## src/rtl/bpio_pkg.sv

```systemverilog
package bpio_pkg;
  typedef enum logic [2:0] {
    ST_IDLE,
    ST_WAIT,
    ST_ACK,
    ST_ERR,
    ST_SKIP
  } hs_state_e;

  typedef enum logic [1:0] {
    OP_NONE,
    OP_RD,
    OP_WR
  } op_e;

  // cmd[2]: data phase, cmd[1]: memory space, cmd[0]: read
  function automatic op_e decode_cmd(input logic [2:0] cmd);
    if (!cmd[2] || cmd[1]) return OP_NONE;
    return cmd[0] ? OP_RD : OP_WR;
  endfunction
endpackage

```

## src/rtl/bpio_sync.sv

```systemverilog
module bpio_sync #(
  parameter int         W       = 2,
  parameter logic [W-1:0] RST_VAL = '1
) (
  input  logic         clk_i,
  input  logic         rst_ni,
  input  logic [W-1:0] d_i,
  output logic [W-1:0] q_o
);
  for (genvar b = 0; b < W; b++) begin : g_bit
    logic s1_q, s2_q;
    always_ff @(posedge clk_i or negedge rst_ni) begin
      if (!rst_ni) begin
        s1_q <= RST_VAL[b];
        s2_q <= RST_VAL[b];
      end else begin
        s1_q <= d_i[b];
        s2_q <= s1_q;
      end
    end
    assign q_o[b] = s2_q;
  end
endmodule

```

## src/rtl/bpio_decode.sv

```systemverilog
module bpio_decode
  import bpio_pkg::*;
#(
  parameter int               ADDR_W  = 12,
  parameter int               REGS    = 16,
  parameter logic [REGS-1:0]  RO_MASK = '0,
  localparam int              IDX_W   = $clog2(REGS),
  localparam int              BASE_W  = ADDR_W - IDX_W
) (
  input  logic [ADDR_W-1:0] addr_i,
  input  logic [2:0]        cmd_i,
  input  logic [BASE_W-1:0] base_sel_i,
  input  logic              lock_i,
  input  logic [IDX_W-1:0]  lock_idx_i,
  output logic              hit_o,
  output op_e               op_o,
  output logic [IDX_W-1:0]  idx_o,
  output logic              ro_o
);
  logic win_match;

  assign win_match = (addr_i[ADDR_W-1:IDX_W] == base_sel_i);
  assign op_o      = decode_cmd(cmd_i);
  assign idx_o     = lock_i ? lock_idx_i : addr_i[IDX_W-1:0];
  assign hit_o     = (op_o != OP_NONE) && (lock_i || win_match);
  assign ro_o      = RO_MASK[idx_o];
endmodule

```

## src/rtl/bpio_fsm.sv

```systemverilog
module bpio_fsm
  import bpio_pkg::*;
#(
  parameter int  DATA_W = 8,
  parameter int  IDX_W  = 4
) (
  input  logic              clk_i,
  input  logic              rst_ni,
  input  logic              ds_act_i,
  input  logic              as_act_i,
  input  logic              hit_i,
  input  op_e               op_i,
  input  logic [IDX_W-1:0]  idx_i,
  input  logic              ro_i,
  input  logic [DATA_W-1:0] wdata_i,
  input  logic              wait_i,
  input  logic [DATA_W-1:0] rdata_i,
  output hs_state_e         state_o,
  output logic              is_rd_o,
  output logic [DATA_W-1:0] rdata_o,
  output logic              reg_rd_o,
  output logic              reg_wr_o,
  output logic [IDX_W-1:0]  reg_addr_o,
  output logic [DATA_W-1:0] reg_wdata_o,
  output logic              lock_o,
  output logic [IDX_W-1:0]  lock_idx_o
);
  hs_state_e state_q;

  always_ff @(posedge clk_i or negedge rst_ni) begin
    if (!rst_ni) begin
      state_q     <= ST_IDLE;
      is_rd_o     <= 1'b0;
      rdata_o     <= '0;
      reg_rd_o    <= 1'b0;
      reg_wr_o    <= 1'b0;
      reg_addr_o  <= '0;
      reg_wdata_o <= '0;
      lock_o      <= 1'b0;
      lock_idx_o  <= '0;
    end else begin
      reg_rd_o <= 1'b0;
      reg_wr_o <= 1'b0;
      if (!as_act_i) lock_o <= 1'b0;
      unique case (state_q)
        ST_IDLE: begin
          if (ds_act_i) begin
            if (hit_i) begin
              reg_addr_o <= idx_i;
              if (as_act_i) begin
                lock_o     <= 1'b1;
                lock_idx_o <= idx_i;
              end
              if (op_i == OP_WR && ro_i) begin
                state_q <= ST_ERR;
              end else begin
                is_rd_o     <= (op_i == OP_RD);
                reg_rd_o    <= (op_i == OP_RD);
                reg_wr_o    <= (op_i == OP_WR);
                reg_wdata_o <= wdata_i;
                state_q     <= ST_WAIT;
              end
            end else begin
              state_q <= ST_SKIP;
            end
          end
        end
        ST_WAIT: begin
          if (!wait_i) begin
            if (is_rd_o) rdata_o <= rdata_i;
            state_q <= ST_ACK;
          end
        end
        ST_ACK, ST_ERR, ST_SKIP: begin
          if (!ds_act_i) begin
            state_q <= ST_IDLE;
            is_rd_o <= 1'b0;
          end
        end
        default: state_q <= ST_IDLE;
      endcase
    end
  end

  assign state_o = state_q;
endmodule

```

## src/rtl/bpio_slave.sv

```systemverilog
module bpio_slave
  import bpio_pkg::*;
#(
  parameter int               ADDR_W  = 12,
  parameter int               DATA_W  = 8,
  parameter int               REGS    = 16,
  parameter logic [REGS-1:0]  RO_MASK = 16'hC000,
  localparam int              IDX_W   = $clog2(REGS),
  localparam int              BASE_W  = ADDR_W - IDX_W
) (
  input  logic              clk_i,
  input  logic              rst_ni,
  input  logic [BASE_W-1:0] base_sel_i,
  input  logic [ADDR_W-1:0] addr_i,
  input  logic [2:0]        cmd_i,
  input  logic              adrstb_ni,
  input  logic              datstb_ni,
  input  logic [DATA_W-1:0] data_i,
  output logic [DATA_W-1:0] data_o,
  output logic              data_oe_o,
  output logic              datack_no,
  output logic              tfrerr_no,
  output logic [IDX_W-1:0]  reg_addr_o,
  output logic [DATA_W-1:0] reg_wdata_o,
  output logic              reg_rd_o,
  output logic              reg_wr_o,
  input  logic [DATA_W-1:0] reg_rdata_i,
  input  logic              wait_i
);
  logic [1:0]       strb_sync;
  logic             ds_act, as_act;
  logic             hit, ro, lock;
  logic [IDX_W-1:0] idx, lock_idx;
  op_e              op;
  hs_state_e        state;
  logic             is_rd;

  bpio_sync #(.W(2), .RST_VAL(2'b11)) u_sync (
    .clk_i  (clk_i),
    .rst_ni (rst_ni),
    .d_i    ({adrstb_ni, datstb_ni}),
    .q_o    (strb_sync)
  );
  assign ds_act = !strb_sync[0];
  assign as_act = !strb_sync[1];

  bpio_decode #(.ADDR_W(ADDR_W), .REGS(REGS), .RO_MASK(RO_MASK)) u_dec (
    .addr_i     (addr_i),
    .cmd_i      (cmd_i),
    .base_sel_i (base_sel_i),
    .lock_i     (lock),
    .lock_idx_i (lock_idx),
    .hit_o      (hit),
    .op_o       (op),
    .idx_o      (idx),
    .ro_o       (ro)
  );

  bpio_fsm #(.DATA_W(DATA_W), .IDX_W(IDX_W)) u_fsm (
    .clk_i       (clk_i),
    .rst_ni      (rst_ni),
    .ds_act_i    (ds_act),
    .as_act_i    (as_act),
    .hit_i       (hit),
    .op_i        (op),
    .idx_i       (idx),
    .ro_i        (ro),
    .wdata_i     (data_i),
    .wait_i      (wait_i),
    .rdata_i     (reg_rdata_i),
    .state_o     (state),
    .is_rd_o     (is_rd),
    .rdata_o     (data_o),
    .reg_rd_o    (reg_rd_o),
    .reg_wr_o    (reg_wr_o),
    .reg_addr_o  (reg_addr_o),
    .reg_wdata_o (reg_wdata_o),
    .lock_o      (lock),
    .lock_idx_o  (lock_idx)
  );

  assign datack_no = (state != ST_ACK);
  assign tfrerr_no = (state != ST_ERR);
  // raw strobe gates the drive so the bus is freed the moment the master lets go
  assign data_oe_o = (state == ST_ACK) && is_rd && !datstb_ni;
endmodule

```

## config.mk

```make
export PLATFORM = sky130hd
export DESIGN_NAME = bpio_slave
export DESIGN_NICKNAME = d
export VERILOG_FILES = /design/src/rtl/bpio_pkg.sv /design/src/rtl/bpio_sync.sv /design/src/rtl/bpio_decode.sv /design/src/rtl/bpio_fsm.sv /design/src/rtl/bpio_slave.sv
export SDC_FILE = /design/constraint.sdc
export NUM_CORES = 1
export LEC_CHECK = 0
export BUFFER_PORTS_ARGS = -buffer_cell sky130_fd_sc_hd__buf_2
export CORE_MARGIN = 2
export CORE_UTILIZATION = 46
export DETAILED_ROUTE_END_ITERATION = 10
export PLACE_DENSITY = 0.78
export SLEW_MARGIN = 25
export SYNTH_ARGS = -nofsm -noshare
export SYNTH_HDL_FRONTEND = slang
export SYNTH_HIERARCHICAL = 1
export SYNTH_SLANG_ARGS = --single-unit
```

## constraint.sdc

```tcl
create_clock -name clk_i -period 1.9 [get_ports clk_i]
set_input_delay 0.38 -clock clk_i [delete_from_list [all_inputs] [get_ports clk_i]]
set_output_delay 0.38 -clock clk_i [all_outputs]
set_load 0.01 [all_outputs]
```

==> impl_metrics.py <==
metrics = {
    "logic_synthesis": {
        "async_flop_share_pct": 100,
        "synth.top_cell.area_share_pct": 49.5,
        "synth_seq_cells": 35,
        "synth-edff-count": 0,
        "netlist_area_um2": 1570,
        "synth_nets": 160,
        "ys.warnings.count": 6,
        "synthCells": 116,
        "synth_top_flop_cell": "dfrtp_1",
        "yosysSeqAreaShare_pct": 56.2,
        "avgSynthCellArea_um2": 13.5,
        "synth.distinct_cells": 30,
        "yosys.area.top_type": "dfrtp_1",
        "synth_area_leaders": "dfrtp_1, mux2_2, dfstp_2, xor2_1, nand3b_1",
    },
    "floorplanning": {
        "die_h_um": 62.4,
        "core_um2": 3310,
        "row_count": 21,
        "ios": 69,
        "chipWidth_um": 62.4,
        "initial_core_util_pct": 47.4,
        "die_area_um2": 3890,
    },
    "clocking": {
        "htreeDepth": 2,
        "cts_tree": "done",
        "cts_root_buf": "clkbuf_4",
        "numClockSinks": 35,
        "cts_made_buffers": 5,
        "clk_pin_slew_worst_paths_ps": 100,
        "insertion_delay_ps": 330,
        "cts.path.max_buffers": 2,
    },
    "timing": {
        "clock_skew_ps": 9.66,
        "period_share_pct": 96.1,
        "setup_ws_ps": 73.9,
        "drv_slew": 0,
        "relSlewSlack_pct": 50.9,
        "setup_tns_ps": 0,
        "setup_viol": 0,
        "post-route-min-period_ps": 1830,
        "tightest_slew_ps": 737,
        "rsz0062_at_grt": "no",
        "hold_viol": 0,
        "fmax_mhz": 548,
    },
    "status": {
        "status": "finished clean",
    },
    "cells_and_area": {
        "fin_area_um2": 2050,
        "num_antenna_cells": 0,
        "layout.nets": 237,
        "syn2layout_area_growth_pct": 30.8,
        "drive_above_1_share_pct": 62.4,
    },
    "power": {
        "sequentialPowerShare_pct": 61.3,
        "p_comb_share_pct": 8.7,
        "switching_power_mw": 0.286,
        "p_leak_nw": 1.11,
        "power.density_nw_per_um2": 606,
        "ir_drop_uv": 459,
        "p_clk_share_pct": 30.1,
        "p_sw_share_pct": 23.0,
        "internal_power_mw": 0.957,
        "finalPower_mw": 1.24,
    },
    "routing": {
        "routed-via-count": 1197,
        "antenna_left": 0,
        "drc": 0,
        "wire_per_inst_um": 13.7,
        "totalWireLength_um": 3280,
        "routed_via_density": 4.99,
        "drt-pass1-iter-count": 4,
        "drt_iter0_markers": 42,
    },
    "critical_path": {
        "critPathRequiredTime_ps": 1520,
        "startpoint_type": "flip-flop",
        "cp-end-kind": "primary output",
        "critPathKind": "reg2out",
        "cp_max_fo": 2,
        "worst_ep_arrival_time_ps": 1450,
    },
    "placed_design": {
        "dp_worst_setup_slack_ps": -243,
        "gp_congestion": 0.712,
        "dpl.hpwl_um": 2430,
        "place_area_um2": 1970,
        "port_buffers": 68,
    },
    "grt": {
        "grt_max_degree": 36,
        "grt_pass1_vias": 1244,
        "track_usage_pct": 17.9,
        "globalRoute.totalOverflow": 0,
        "grt_first_pass_wirelength_um": 5440,
        "antenna_found_initial": 0,
    },
    "run": {
        "cap_violations": 0,
    },
    "hold_path": {
        "hp-class": "in2async",
    },
}
cell usage after synthesis (2+ instances only):
cell and instances:
and3_1 2, buf_2 2, nor2b_1 2, a21oi_1 3
nand3b_1 3, nand2_1 2, mux2_2 28, xor2_1 8
dfrtp_1 31, nor4_1 3, inv_1 5, dfstp_2 4
buf_4 2, nor2_1 4, nand3_1 2
final timing paths:
check,startpoint,end,slack [ps],cells past startpoint
hold / removal,rst_ni,u_fsm/reg_addr_o[1],100,1
hold reg to reg,u_sync/g_bit[0].s1_q,u_sync/g_bit[0].s2_q,360,0
min in group clk_i,adrstb_ni,u_sync/g_bit[1].s1_q,140,1
setup reg to reg,u_fsm/lock_o,u_fsm/reg_wdata_o[1],140,5
max in group asynchronous,rst_ni,u_fsm/state_o[0],1280,1
setup / recovery,u_fsm/state_o[0],data_oe_o,70,3
worst max-delay path, cell delays in order, from the launching register on:
cell	delay (ps)
dfrtp_2	410
or3b_1	410
nor3b_2	160
buf_2	150
metal layers:
layer,part of all wire (%),wire length (um),global-route usage [%],vias to the layer above
met5,0,0,0,-
met4,1.1,36,7.50,0
met3,7.7,254,5.77,2
met2,56,1840,34.8,58
met1,35,1150,17.2,574
li1,-,-,-,563
state kept, by name, indices dropped and copies added, names as in the netlist, 2 cells and up:
signal             cells
u_sync/g_bit.s1_q      2
u_fsm/reg_wdata_o      8
u_fsm/reg_addr_o       4
u_fsm/state_o          3
u_sync/g_bit.s2_q      2
u_fsm/rdata_o          8
u_fsm/lock_idx_o       4
repair_timing:
| item | CTS | global route |
|---|---|---|
| hold buffers | 0 | 0 |
| resized for setup | 3 | 1 |
| gates cloned | 0 | 0 |
| buffers inserted | 3 | 0 |
| setup endpoints to repair | 1 | 5 |
layout by cell type, fill, tap and decap left out, types with 2 or more instances in the layout:
master | synthesis | layout
buf_2 | 2 | 68
mux2_2 | 28 | 28
dfrtp_1 | 31 | 28
xor2_1 | 8 | 8
buf_4 | 2 | 7
inv_1 | 5 | 5
clkbuf_4 | 0 | 5
nor2_1 | 4 | 4
dfstp_2 | 4 | 4
nand3b_1 | 3 | 3
nor4_1 | 3 | 3
a21oi_1 | 3 | 3
dfrtp_2 | 0 | 3
clkbuf_1 | 0 | 2
and3_1 | 2 | 2
nand2_1 | 2 | 2
nand3_1 | 2 | 2
power groups by stage:
stage | Combinational [mW] | Clock (mW) | Sequential [mW]
6_report | 0.108 | 0.374 | 0.762
5_1_grt | 0.121 | 0.423 | 0.763
4_1_cts | 0.109 | 0.385 | 0.762
3_5_place_dp | 0.105 | 0 | 0.778
3_3_place_gp | 0.101 | 0 | 0.777
2_1_floorplan | 0.0362 | 0 | 0.778
area by class of cell:
type	instances	area, um2
Sequential cell	35	885
Clock buffer	7	45.0
Timing Repair Buffer	75	393
Fill cell	280	1260
Clock inverter	1	5.00
Tap cell	46	57.6
Multi-Input combinational cell	71	647
Inverter	5	18.8
kinds of logic (layout without fill, tap and decap cells):
logic type      after synthesis  count (layout)  share of synthesized area (%)
simple gates                 27              27                           12.1
compound gates                8               8                           3.67
flops                        35              35                           56.2
mux                          28              28                           20.1
buf+inv                      10              88                           3.51
xor+xnor                      8               8                           4.47
metrics by stage:
step           hold WS [ps]  util (%)  cells
6_report                104      61.9    240
5_1_grt                 123      61.9    240
4_1_cts                 117      61.7    240
3_5_place_dp            347      59.4    229
3_3_place_gp            346      59.4    229
2_1_floorplan          84.4         -    116
No activity file was read; power rests on OpenSTA's default activity.
